<file path="config.mk">
export PLATFORM = sky130hd
export DESIGN_NAME = resp_cmp_top
export DESIGN_NICKNAME = d
export VERILOG_FILES = /design/src/rtl/resp_cmp_pkg.sv /design/src/rtl/resp_cmp_diff.sv /design/src/rtl/resp_cmp_index.sv /design/src/rtl/resp_cmp_track.sv /design/src/rtl/resp_cmp_top.sv
export SDC_FILE = /design/constraint.sdc
export NUM_CORES = 1
export LEC_CHECK = 0
export BUFFER_PORTS_ARGS = -buffer_cell sky130_fd_sc_hd__buf_2
export CORE_UTILIZATION = 48
export DETAILED_ROUTE_END_ITERATION = 12
export PLACE_DENSITY = 0.88
export REMOVE_ABC_BUFFERS = 1
export SLEW_MARGIN = 20
export SYNTH_ARGS = -nofsm -noshare
export SYNTH_HDL_FRONTEND = slang
export SYNTH_SLANG_ARGS = --single-unit
</file>
<file path="constraint.sdc">
create_clock -name clk -period 1.9 [get_ports clk]
set_clock_uncertainty 0.15 [all_clocks]
set_input_delay 0.19 -clock clk [delete_from_list [all_inputs] [get_ports clk]]
set_output_delay 0.19 -clock clk [all_outputs]
set_load 0.1 [all_outputs]
</file>
<file path="src/rtl/resp_cmp_pkg.sv">
package resp_cmp_pkg;
  localparam logic PH_INIT = 1'b0;
  localparam logic PH_TEST = 1'b1;
endpackage

</file>
<file path="src/rtl/resp_cmp_diff.sv">
module resp_cmp_diff #(
  parameter int W = 8
) (
  input  logic [W-1:0] obs_vec,
  input  logic [W-1:0] exp_vec,
  input  logic [W-1:0] care_vec,
  output logic         hard_mis,
  output logic         soft_mis
);
  logic [W-1:0] hard_bits;
  logic [W-1:0] soft_bits;

  for (genvar b = 0; b < W; b++) begin : g_bit
    logic differs;
    assign differs      = obs_vec[b] ^ exp_vec[b];
    assign hard_bits[b] = differs & care_vec[b];
    assign soft_bits[b] = differs & ~care_vec[b];
  end

  assign hard_mis = |hard_bits;
  assign soft_mis = |soft_bits;
endmodule

</file>
<file path="src/rtl/resp_cmp_index.sv">
module resp_cmp_index #(
  parameter int IW = 10
) (
  input  logic          clk,
  input  logic          rst,
  input  logic          clear,
  input  logic          step,
  output logic [IW-1:0] cur_idx
);
  localparam logic [IW-1:0] IDX_MAX = {IW{1'b1}};

  always_ff @(posedge clk) begin
    if (rst || clear)
      cur_idx <= '0;
    else if (step && cur_idx != IDX_MAX)
      cur_idx <= cur_idx + 1'b1;
  end


  idx_hold_chk: assert property (@(posedge clk) disable iff (rst)
    (!step && !clear) |=> $stable(cur_idx));
endmodule

</file>
<file path="src/rtl/resp_cmp_track.sv">
module resp_cmp_track #(
  parameter int IW = 10
) (
  input  logic          clk,
  input  logic          rst,
  input  logic          start,
  input  logic          vec_valid,
  input  logic          is_test,
  input  logic          last_vec,
  input  logic          hard_mis,
  input  logic          soft_mis,
  input  logic [IW-1:0] cur_idx,
  output logic          fail,
  output logic [IW-1:0] first_idx,
  output logic          maybe_hit,
  output logic          done,
  output logic          seq_err
);
  logic seen_test;
  logic take_test;
  logic take_init;

  assign take_test = vec_valid && is_test && !start;
  assign take_init = vec_valid && !is_test && !start;

  always_ff @(posedge clk) begin
    if (rst || start) begin
      fail      <= 1'b0;
      first_idx <= '0;
      maybe_hit <= 1'b0;
      seq_err   <= 1'b0;
      seen_test <= 1'b0;
      done      <= 1'b0;
    end else begin
      done <= vec_valid && last_vec;
      if (take_test) begin
        seen_test <= 1'b1;
        if (hard_mis && !fail) begin
          fail      <= 1'b1;
          first_idx <= cur_idx;
        end
        if (soft_mis)
          maybe_hit <= 1'b1;
      end
      if (take_init && seen_test)
        seq_err <= 1'b1;
    end
  end


  idx_frozen_chk: assert property (@(posedge clk) disable iff (rst)
    (fail && !start) |=> $stable(first_idx));

  fail_sticky_chk: assert property (@(posedge clk) disable iff (rst)
    (fail && !start) |=> fail);

  err_sticky_chk: assert property (@(posedge clk) disable iff (rst)
    (seq_err && !start) |=> seq_err);

  fail_src_chk: assert property (@(posedge clk) disable iff (rst)
    $rose(fail) |-> $past(vec_valid && is_test));

  maybe_src_chk: assert property (@(posedge clk) disable iff (rst)
    $rose(maybe_hit) |-> $past(vec_valid && is_test));
endmodule

</file>
<file path="src/rtl/resp_cmp_top.sv">
module resp_cmp_top #(
  parameter int W  = 8,
  parameter int IW = 10
) (
  input  logic          clk,
  input  logic          rst,
  input  logic          start,
  input  logic          vec_valid,
  input  logic          phase_test,
  input  logic          last_vec,
  input  logic [W-1:0]  obs_vec,
  input  logic [W-1:0]  exp_vec,
  input  logic [W-1:0]  care_vec,
  output logic          fail,
  output logic [IW-1:0] first_idx,
  output logic          maybe_hit,
  output logic          done,
  output logic          seq_err
);
  import resp_cmp_pkg::*;

  logic          is_test;
  logic          hard_mis;
  logic          soft_mis;
  logic [IW-1:0] cur_idx;

  assign is_test = (phase_test == PH_TEST);

  resp_cmp_diff #(.W(W)) u_diff (
    .obs_vec(obs_vec), .exp_vec(exp_vec), .care_vec(care_vec),
    .hard_mis(hard_mis), .soft_mis(soft_mis)
  );

  resp_cmp_index #(.IW(IW)) u_index (
    .clk(clk), .rst(rst), .clear(start),
    .step(vec_valid && is_test && !start), .cur_idx(cur_idx)
  );

  resp_cmp_track #(.IW(IW)) u_track (
    .clk(clk), .rst(rst), .start(start), .vec_valid(vec_valid),
    .is_test(is_test), .last_vec(last_vec), .hard_mis(hard_mis),
    .soft_mis(soft_mis), .cur_idx(cur_idx), .fail(fail),
    .first_idx(first_idx), .maybe_hit(maybe_hit), .done(done),
    .seq_err(seq_err)
  );
endmodule

</file>
* Word-level counts from Yosys, hierarchy flattened
Index checks and enable logic that the tools add are counted.
W data, S select, Z words.
** Storage, ports and cells
- Bits in registers :: 25
- Input port bits :: 30
- Output and inout bits :: 14
- Logic and storage cells :: 57
** Operators by class
- $add $sub $neg :: 1
- Equal/unequal tests :: 1
- Bitwise logic cells :: 32
- Reduce and logical (&&, ||, !) cells :: 16
** Operators with widths (count)
- $and A1 B1 Y1 :: 16
- $reduce_or A8 Y1 :: 2
- $add A10 B1 Y10 const B :: 1
- $ne A10 B10 Y1 const B :: 1
- $logic_and A1 B1 Y1 :: 8
- $not A1 Y1 :: 8
- $xor A1 B1 Y1 :: 8
- $reduce_and A2 Y1 :: 2
- $logic_not A1 Y1 :: 3
- $logic_or A1 B1 Y1 :: 1

* Depth between registers and ports, before layout
Gate-level depths: netlist of run 1.
- Depth in word-level cells :: 5
- Gate-level depth with buffers :: 6
- Gate-level depth less buffers :: 5

* Cells and area by module
Synthesis of run 1 repeated with hierarchy kept, for this count alone.
** Second synthesis, totals
- Cell total of the unflattened synthesis :: 144
- Area, all modules :: 1386.3 um^2
** Modules (own cells, without submodules)
- resp_cmp_track :: instances 1, cells an instance 60, area each 708.2 um^2, seq. area each 300.3 um^2
- resp_cmp_index :: instances 1, cells an instance 57, area each 496.7 um^2, seq. area each 200.2 um^2
- resp_cmp_diff :: instances 1, cells an instance 26, area each 172.7 um^2, seq. area each 0.0 um^2
- resp_cmp_top :: instances 1, cells an instance 1, area each 8.8 um^2, seq. area each 0.0 um^2

* Least setup slack after synthesis of run 1
Ideal clock, no wire load.
- Path kind :: reg-to-reg
- From :: reg u_track.fail
- To :: reg u_track.first_idx[0]
- Setup time :: 120 ps
- Arrival time :: 1369 ps
- Data required time :: 1630 ps
- Path slack :: 261 ps
- Cell stages (with the launch flop) :: 4
- Buffers on the path :: 1
- Period minus slack after synthesis :: 1639 ps
- Path through :: dfxtp_1 > a311oi_1 > buf_6 > mux2i_1
** On the way
- Cells in the longest elaborated chain, start to end :: 3
** RTL lines
- start, declared :: RTL line resp_cmp_track.sv:13 : output logic fail,
- start signal, assigned :: RTL line resp_cmp_track.sv:28 : fail <= 1'b0;
- start signal, assigned :: RTL line resp_cmp_track.sv:39 : fail <= 1'b1;
- $logic_not A1 Y1 :: RTL line resp_cmp_track.sv:38 : if (hard_mis && !fail) begin
- $logic_and A1 B1 Y1 :: RTL line resp_cmp_track.sv:38
- $reduce_and A2 Y1 (no line)
- end signal, assigned :: RTL line resp_cmp_track.sv:40 : first_idx <= cur_idx;
- end, declared :: RTL line resp_cmp_track.sv:14 : output logic [IW-1:0] first_idx,
No other way between the ends.
A chain may end at the register's enable or synchronous reset.

* Worst setup path after layout of run 1
- From :: in rst
- To :: reg u_track.done
** On the way
- Cells in the longest elaborated chain, start to end :: 1
** RTL lines
- start, declared :: RTL line resp_cmp_top.sv:6 : input logic rst,
- $logic_or A1 B1 Y1 :: RTL line resp_cmp_track.sv:27 : if (rst || start) begin
- end signal, assigned :: RTL line resp_cmp_track.sv:35 : done <= vec_valid && last_vec;
- end, declared :: RTL line resp_cmp_track.sv:16 : output logic done,
No other way between the ends.

==> results of run 1 <==
[worst max-delay path by stage]
stage / from / to / slack [ns] / cells after the start
floorplan: u_track.fail / u_track.first_idx[0] / -0.56 / 2
global route: rst / u_track.done / 0.04 / 6
finish: rst / u_track.done / 0.08 / 6
detailed placement: exp_vec[4] / u_track.first_idx[8] / -0.33 / 6
CTS: rst / u_track.done / 0.07 / 6
global placement: exp_vec[4] / u_track.first_idx[1] / -0.21 / 6
[per-layer routing]
layer  vias up  GRT usage, %  wire [um]  share of wire, %
li1        558             -          -                 -
met1       530          25.0       1150                41
met2        35          44.1       1490                53
met3         6          3.77        107               3.8
met4         0          7.89         46               1.6
met5         -             0          0                 0
[logic make-up after synthesis]
group,count (synthesis)
compound gates,14
xor+xnor,15
buf+inv,8
flops,25
mux,12
fa+ha+maj,1
simple gates,60
[sequential cells by signal (all words and copies together) (netlist names)]
signal,cells
u_index.cur_idx,10
u_track.seq_err,1
u_track.first_idx,10
u_track.fail,1
u_track.done,1
u_track.maybe_hit,1
u_track.seen_test,1
[report_power, final]
| group | total [mW] | internal, mW | switching (mW) |
|---|---|---|---|
| logic | 0.144 | 0.0633 | 0.0810 |
| clock network | 0.237 | 0.0822 | 0.155 |
| registers | 0.529 | 0.527 | 0.00226 |
| total | 0.911 | 0.672 | 0.238 |
[cell type report]
| type | instances | area (sq um) | area share (%) |
|---|---|---|---|
| timing repair buffer | 48 | 260 | 17.0 |
| multi-input combinational | 102 | 694 | 45.3 |
| clock buffer | 4 | 26.3 | 1.72 |
| tap | 28 | 35.0 | 2.29 |
| inverter | 4 | 15.0 | 0.980 |
| sequential | 25 | 500 | 32.7 |
[worst max-delay path, cell delays in order]
cell           delay, ns
dlygate4sd3_1       0.53
buf_2               0.13
nor2_1              0.13
buf_4               0.26
and3_1              0.17
dlygate4sd3_1       0.53
[timing repair]
action,in CTS,in global routing
hold buffers,3,0
setup buffers,0,0
resized for setup,1,0
hold endpoints to repair,2,0
setup endpoints to repair,1,0
[placed cells by master, fill, tap and decap left out, drive strengths merged]
cell type	count
buf	45
nor2b	1
inv	4
a221oi	1
nand4	6
o21ai	1
nand2b	5
or2	1
xor2	14
xnor2	1
a22o	1
or2b	2
mux2i	12
o21a	1
nand3b	1
nor2	14
ha	1
a41oi	1
a21oi	2
a22oi	3
nand2	23
dfxtp	25
and3	5
nand3	1
dlygate4sd3	3
a31oi	2
and4	1
clkbuf	4
a311oi	2
[per-stage QoR]
step,TNS [ns],total power [mW]
floorplan,-5.63,0.619
global placement,-2.12,0.669
detailed placement,-2.92,0.677
CTS,0,0.913
global route,0,0.950
finish,0,0.911
==> reports/qor.txt, run 1 <==
status - finished, violations left
failing checks - hold timing
Die X - 52.3 um
final instance area - 1530 sq um
Post-synth EDFFs - 0
final hold vios - 1
Layout Nets - 215
top-count cell post-synth - dfxtp_1
Power Dens Cells - 595 nW/um^2
Top FF cell, synth - dfxtp_1
CTS Root Cell - clkbuf_4
combinational family with the most area after synthesis - simple AND/OR/NAND/NOR gates
top cells by count, synth - 25 x dfxtp_1, 23 x nand2_1, 14 x nor2_1, 14 x xor2_1, 12 x mux2i_1
IO Port Bufs - 43
Tightest Pin Transition - 0.766 ns
Worst Hold Depth - 3
Place WS - -0.326 ns
max-cap viol count - 0
core box area - 2300 sq um
initial core utilization - 52.9%
highest ir drop seen on vdd - 0.524 mV
RSZ-0062 raised after global routing - false
Hold WC Path Type - in -> reg
Post-Place Cells - 204
Chip Height - 52.3 um
reg2reg path depth - 5
first-pass GRT wire length - 4570 um
Num CTS Buffers - 3
Longest Clk Path Bufs - 2
max_slew headroom - 48.9%
GRT Util Overall - 23.0%
Slew Limit Fails - 0
Clock Latency Late Sink - 0.32 ns
final worst slack - 0.0754 ns
post-synth top area share - 41.2%
post-synthesis adder-cell area fraction - 1.03%
post-synth cell types - 29
CP required - 2.02 ns
fmax - 548 MHz
Crit Path Category - in -> reg
Syn Inst Count - 135
worst hold slack - -0.00214 ns
worst-path fanout max - 21
initial antenna violation count - 0
synthesized area - 1210 sq um
Final Wtd Congestion - 0.833
dominant cells by area after synthesis - dfxtp_1 41%, xor2_1 10%, mux2i_1 9.9%, nand2_1 7.1%, nor2_1 4.3%
Post-Route WL - 2790 um
WL/cell - 13.2 um
Yosys warning total - 0
Compound-Gate Fraction of Synth Area - 10.3%
Site Rows - 17
H-tree depth - 1
Worst R2R End - u_index.cur_idx[8]
clock sinks - 25
Worst EP arrival - 1.95 ns
Synth-to-Final Area Change - 26.1%
mux share of post-synthesis cell area - 9.89%
CTS clk-pin slew, worst paths - 0.13 ns
Final Non-Filler Cells - 211
xor and xnor area share after synthesis - 10.8%
Overflow after GRT - 0
vias in the first global route - 1048
fillers - 187
Reg2Reg Setup Slack - 0.19 ns
I/O pin total - 44
Post-DP Area - 1460 sq um
period utilization - 96.0%
number of routed nets with antenna violations - 0
pin count of the biggest net entering global routing - 22
Post-Synth Simple-Gate Area - 23.7%
Syn Area/Cell - 9.00 sq um
final setup vio count - 0
Leak - 0.675 nW
Worst R2R Start - u_index.cur_idx[0]
vias - 1129
crit start category - primary input
Antenna diodes - 0
Post-route DRC - 0
worst hold start - vec_valid
Period minus WS final - 1.82 ns
crit end category - flop
final core utilization - 66.7%
#FFs+latches synth - 25
starting DRC count in detailed routing - 13
first-pass iteration count of the detailed router - 6
CTS tree - done
layout cell share with drive strength beyond 1 - 29.5%
asr flop ratio synth - 0%
Post-DP HPWL - 2150 um
Synth area leader - dfxtp_1
die area - 2740 sq um
Via density - 5.35
register area share after synthesis - 41.2%
Hold Path Sink - u_track.seq_err
Power figures use the tool's default switching activity.
==> inputs of run 2 (changes only) <==
--- a/config.mk
+++ b/config.mk
@@ -8,8 +8,7 @@
 export BUFFER_PORTS_ARGS = -buffer_cell sky130_fd_sc_hd__buf_2
 export CORE_UTILIZATION = 48
 export DETAILED_ROUTE_END_ITERATION = 12
-export PLACE_DENSITY = 0.88
-export REMOVE_ABC_BUFFERS = 1
+export PLACE_DENSITY = 0.78
 export SLEW_MARGIN = 20
 export SYNTH_ARGS = -nofsm -noshare
 export SYNTH_HDL_FRONTEND = slang
==> reports/qor.txt, run 2 (synthesis results as in run 1) <==
most frequent cells in the layout - 43 x buf_2, 25 x dfxtp_1, 23 x nand2_1, 14 x nor2_1, 14 x xor2_1
max_slew headroom - 49.7%
crit-path max cell delay - 0.42 ns
Slew Limit Fails - 0
WL/cell - 13.4 um
starting DRC count in detailed routing - 25
Synth-to-Final Area Change - 26.0%
CP required - 1.96 ns
crit start category - flop
Tightest Pin Transition - 0.755 ns
vias in the first global route - 1083
IO Port Bufs - 43
Post-DP Area - 1470 sq um
final hold vios - 0
Worst R2R End - u_index.cur_idx[5]
Post-Route WL - 2830 um
CP max stage cell - a41oi_2
sequential power share - 58.3%
H-tree depth - 1
Reg2Reg Setup Slack - 0.16 ns
Site Rows - 17
final setup vio count - 0
Die X - 52.3 um
number of routed nets with antenna violations - 0
Hold WC Path Type - in -> reg
fillers - 200
Int Pwr - 0.670 mW
syn_nets - 166
first-pass iteration count of the detailed router - 4
Layout Nets - 215
Setup TNS Final - 0 ns
GRT Util Overall - 23.8%
reg2reg path depth - 5
layout cell share with drive strength beyond 1 - 30.6%
period utilization - 91.6%
cells along the critical path - ha_1 -> a41oi_2 -> nand2_1 -> xor2_1 -> nor2_1
Longest Clk Path Bufs - 2
initial core utilization - 52.9%
vias - 1116
commonest non-fill, non-tap cell in the layout - buf_2
CTS tree - done
status - completed
switch share - 26.1%
CTS clk-pin slew, worst paths - 0.12 ns
combinational power share - 16.1%
Hold Path Sink - u_track.seq_err
pin count of the biggest net entering global routing - 23
CTS Root Cell - clkbuf_4
Psw - 0.237 mW
Period minus WS final - 1.74 ns
Buf+Inv Stages, Crit Path - 0
Worst EP arrival - 1.80 ns
Crit Path Category - reg -> reg
Num CTS Buffers - 3
Worst R2R Start - u_index.cur_idx[0]
multi-input logic area - 694 sq um
RSZ-0062 raised after global routing - false
final instance area - 1530 sq um
Reg area - 500 sq um
Overflow after GRT - 0
max-cap viol count - 0
Post-route DRC - 0
Final Wtd Congestion - 0.761
clock sinks - 25
Chip Height - 52.3 um
I/O pin total - 44
Clock Latency Late Sink - 0.32 ns
worst-path fanout max - 8
fmax - 575 MHz
Antenna diodes - 0
Post-DP HPWL - 2090 um
initial antenna violation count - 0
Worst Hold Depth - 3
core box area - 2300 sq um
worst hold start - vec_valid
biggest registers after layout - u_index.cur_idx x10, u_track.first_idx x10
Leak - 0.678 nW
Power Dens Cells - 593 nW/um^2
crit end category - flop
clock share of power - 25.6%
Crit path max-delay family - compound AO/OA/AOI/OAI gates
first-pass GRT wire length - 4670 um
highest ir drop seen on vdd - 0.712 mV
Via density - 5.29
die area - 2740 sq um
[run 2: cell types whose count changed in the layout (fill, tap and decap cells not counted), sizes merged]
cell and delta:
dlygate4sd3 -1, clkbuf -1, clkinv +1, buf +1
[run 2: layer usage]
layer | up-vias | wire length, um | GRT usage [%]
li1 | 562 | - | -
met1 | 516 | 1200 | 27.3
met2 | 30 | 1440 | 40.1
met3 | 8 | 124 | 8.12
met4 | 0 | 57 | 9.21
met5 | - | 0 | 0
[run 2: per-stage QoR]
step                worst slack [ns]  instances  hold slack, ns  util [%]  power (mW)
floorplan                      0.261        135           0.186         -       0.622
global placement              -0.166        205           0.279      64.1       0.674
detailed placement            -0.279        205           0.284      64.1       0.678
CTS                           0.0763        211          0.0185      66.1       0.914
global route                  0.0104        211          0.0425      66.6       0.955
finish                         0.159        211          0.0317      66.6       0.907
[run 2: worst reg2reg max path: stages (launching register included)]
cell and delay, ns:
dfxtp_1 0.37, ha_1 0.29, a41oi_2 0.42, nand2_1 0.15, xor2_1 0.20, nor2_1 0.06
[run 2: final cells by class]
class,instances,share of cell area [%]
inverters,4,0.981
clock buffers,3,1.47
well taps,28,2.29
repair buffers,48,16.8
multi-input cells,102,45.4
clock inverters,1,0.327
flip-flops and latches,25,32.7
[run 2: worst max path at each step]
stage	slack, ns	end	cells past startpoint	start
floorplan	0.26	u_track.first_idx[0]	3	u_track.fail
global placement	-0.17	u_track.first_idx[3]	6	exp_vec[4]
detailed placement	-0.28	u_track.first_idx[1]	6	exp_vec[4]
CTS	0.08	u_track.first_idx[7]	6	exp_vec[4]
global route	0.01	u_index.cur_idx[3]	5	u_index.cur_idx[0]
finish	0.16	u_index.cur_idx[5]	5	u_index.cur_idx[0]
[run 2: timing repair]
item,4_1_cts,5_1_grt
hold endpoints to repair,1,0
buffers inserted,0,0
setup endpoints to repair,0,9
hold buffers,2,0
resized for setup,0,1
[run 2: power groups by stage]
stage / registers (mW) / clock network, mW / logic (mW)
after CTS: 0.529 / 0.244 / 0.141
after floorplan: 0.553 / 0 / 0.0698
final: 0.529 / 0.232 / 0.146
after global routing: 0.530 / 0.267 / 0.158
after detailed placement: 0.540 / 0 / 0.138
after global placement: 0.540 / 0 / 0.134
==> inputs of run 3 (changes only) <==
--- a/config.mk
+++ b/config.mk
@@ -5,10 +5,11 @@
 export SDC_FILE = /design/constraint.sdc
 export NUM_CORES = 1
 export LEC_CHECK = 0
-export BUFFER_PORTS_ARGS = -buffer_cell sky130_fd_sc_hd__buf_2
+export BUFFER_PORTS_ARGS = -buffer_cell sky130_fd_sc_hd__buf_4
 export CORE_UTILIZATION = 48
 export DETAILED_ROUTE_END_ITERATION = 12
 export PLACE_DENSITY = 0.78
+export SKIP_LAST_GASP = 1
 export SLEW_MARGIN = 20
 export SYNTH_ARGS = -nofsm -noshare
 export SYNTH_HDL_FRONTEND = slang
==> reports/qor.txt, run 3 (synthesis results as in run 1) <==
status - completed
CP required - 1.96 ns
commonest non-fill, non-tap cell in the layout - buf_4
starting DRC count in detailed routing - 26
CTS clk-pin slew, worst paths - 0.12 ns
final setup vio count - 0
vias - 1100
vias in the first global route - 1061
most frequent cells in the layout - 46 x buf_4, 25 x dfxtp_1, 23 x nand2_1, 14 x nor2_1, 14 x xor2_1
Setup Fix Bufs, Post-CTS - 0
syn_nets - 166
Post-DP HPWL - 2120 um
Worst R2R Start - u_index.cur_idx[0]
CTS tree - done
first-pass iteration count of the detailed router - 4
crit end category - flop
Site Rows - 17
first-pass GRT wire length - 4580 um
Worst setup endpoint - u_index.cur_idx[7]
Power Dens Cells - 560 nW/um^2
Slew Limit Fails - 0
I/O pin total - 44
Hold WC Path Type - in -> reg
fillers - 202
Final Wtd Congestion - 0.791
Worst R2R End - u_index.cur_idx[7]
Num CTS Buffers - 3
Crit Path Category - reg -> reg
core box area - 2300 sq um
Clock Latency Late Sink - 0.31 ns
Via density - 5.19
Chip Height - 52.3 um
Post-DP Area - 1580 sq um
number of routed nets with antenna violations - 0
Layout Nets - 216
Die X - 52.3 um
final hold vios - 0
biggest registers after layout - u_index.cur_idx x10, u_track.first_idx x10
cells along the critical path - ha_1 -> a41oi_2 -> nand4_1 -> xor2_1 -> nor2_1
Post-route DRC - 0
crit-path max cell delay - 0.40 ns
highest ir drop seen on vdd - 0.619 mV
WL/cell - 12.9 um
CP startpoint - u_index.cur_idx[0]
Tightest Pin Transition - 0.717 ns
RSZ-0062 raised after global routing - false
Setup TNS Final - 0 ns
reg2reg path depth - 5
clock sinks - 25
Worst EP arrival - 1.75 ns
H-tree depth - 1
Synth-to-Final Area Change - 35.6%
Final Non-Filler Cells - 212
Leak - 0.706 nW
layout cell share with drive strength beyond 1 - 30.4%
final instance area - 1650 sq um
crit start category - flop
Period minus WS final - 1.69 ns
pin count of the biggest net entering global routing - 23
Longest Clk Path Bufs - 2
CP max stage cell - a41oi_2
initial core utilization - 52.9%
max-cap viol count - 0
total power - 0.922 mW
fmax - 591 MHz
Post-Route WL - 2730 um
CTS Root Cell - clkbuf_4
IO Port Bufs - 43
worst-path fanout max - 8
max_slew headroom - 52.2%
Overflow after GRT - 0
initial antenna violation count - 0
Antenna diodes - 0
GRT Util Overall - 22.5%
Reg2Reg Setup Slack - 0.21 ns
die area - 2740 sq um
period utilization - 89.0%
Post-Place Cells - 205
==> run 3: cell types whose count changed in the layout (fill, tap and decap cells not counted), sizes merged <==
cell,change
dlygate4sd3,+1
==> run 3: power breakdown <==
part           switching, mW  leakage (nW)  internal [mW]  total (mW)
clock                  0.151        0.0177         0.0787       0.229
sequential           0.00224         0.202          0.527       0.529
combinational         0.0804         0.487         0.0834       0.164
total                  0.233         0.706          0.689       0.922
==> run 3: layout make-up <==
class	instances	area (sq um)	area share (%)
Clock inverter	1	5.00	0.304
Inverter	4	15.0	0.911
Tap cell	28	35.0	2.13
Timing Repair Buffer	49	375	22.8
Multi-Input combinational cell	102	694	42.1
Clock buffer	3	22.5	1.37
Sequential cell	25	500	30.4
==> run 3: repair_timing <==
action | in CTS | in global routing
resized for setup | 0 | 1
hold buffers | 2 | 1
endpoints found under the setup margin | 0 | 5
hold endpoints to repair | 1 | 1
==> run 3: worst min path at each step <==
stage / depth (start not counted) / to / start / slack, ns
finish: 4 / u_track.seq_err / phase_test / 0.07
global route: 4 / u_track.seq_err / phase_test / 0.06
CTS: 3 / u_track.seq_err / vec_valid / 0.006
detailed placement: 2 / u_track.done / last_vec / 0.28
global placement: 2 / u_track.done / last_vec / 0.28
floorplan: 1 / u_track.done / vec_valid / 0.19
==> run 3: stage by stage <==
stage	hold slack, ns	setup slack [ns]	util (%)
after floorplan	0.186	0.261	-
after CTS	0.00625	0.0795	70.8
after global placement	0.279	-0.184	68.7
final	0.0718	0.209	71.7
after detailed placement	0.283	-0.248	68.7
after global routing	0.0625	0.0764	71.7
==> run 3: critical path, delay by kind of cell (launching register included) <==
family / cells / cell delay (ns)
AOI/OAI and AO/OA: 1 / 0.40
DFF: 1 / 0.38
adders and majority gates: 1 / 0.28
and+or+nand+nor: 2 / 0.23
xor gates and xnor gates: 1 / 0.16
==> run 3: metal layers <==
metal	share of wire [%]	track usage, %
met1	46	27.9
met2	51	38.8
met3	3.8	6.96
met4	0	3.07
met5	0	0
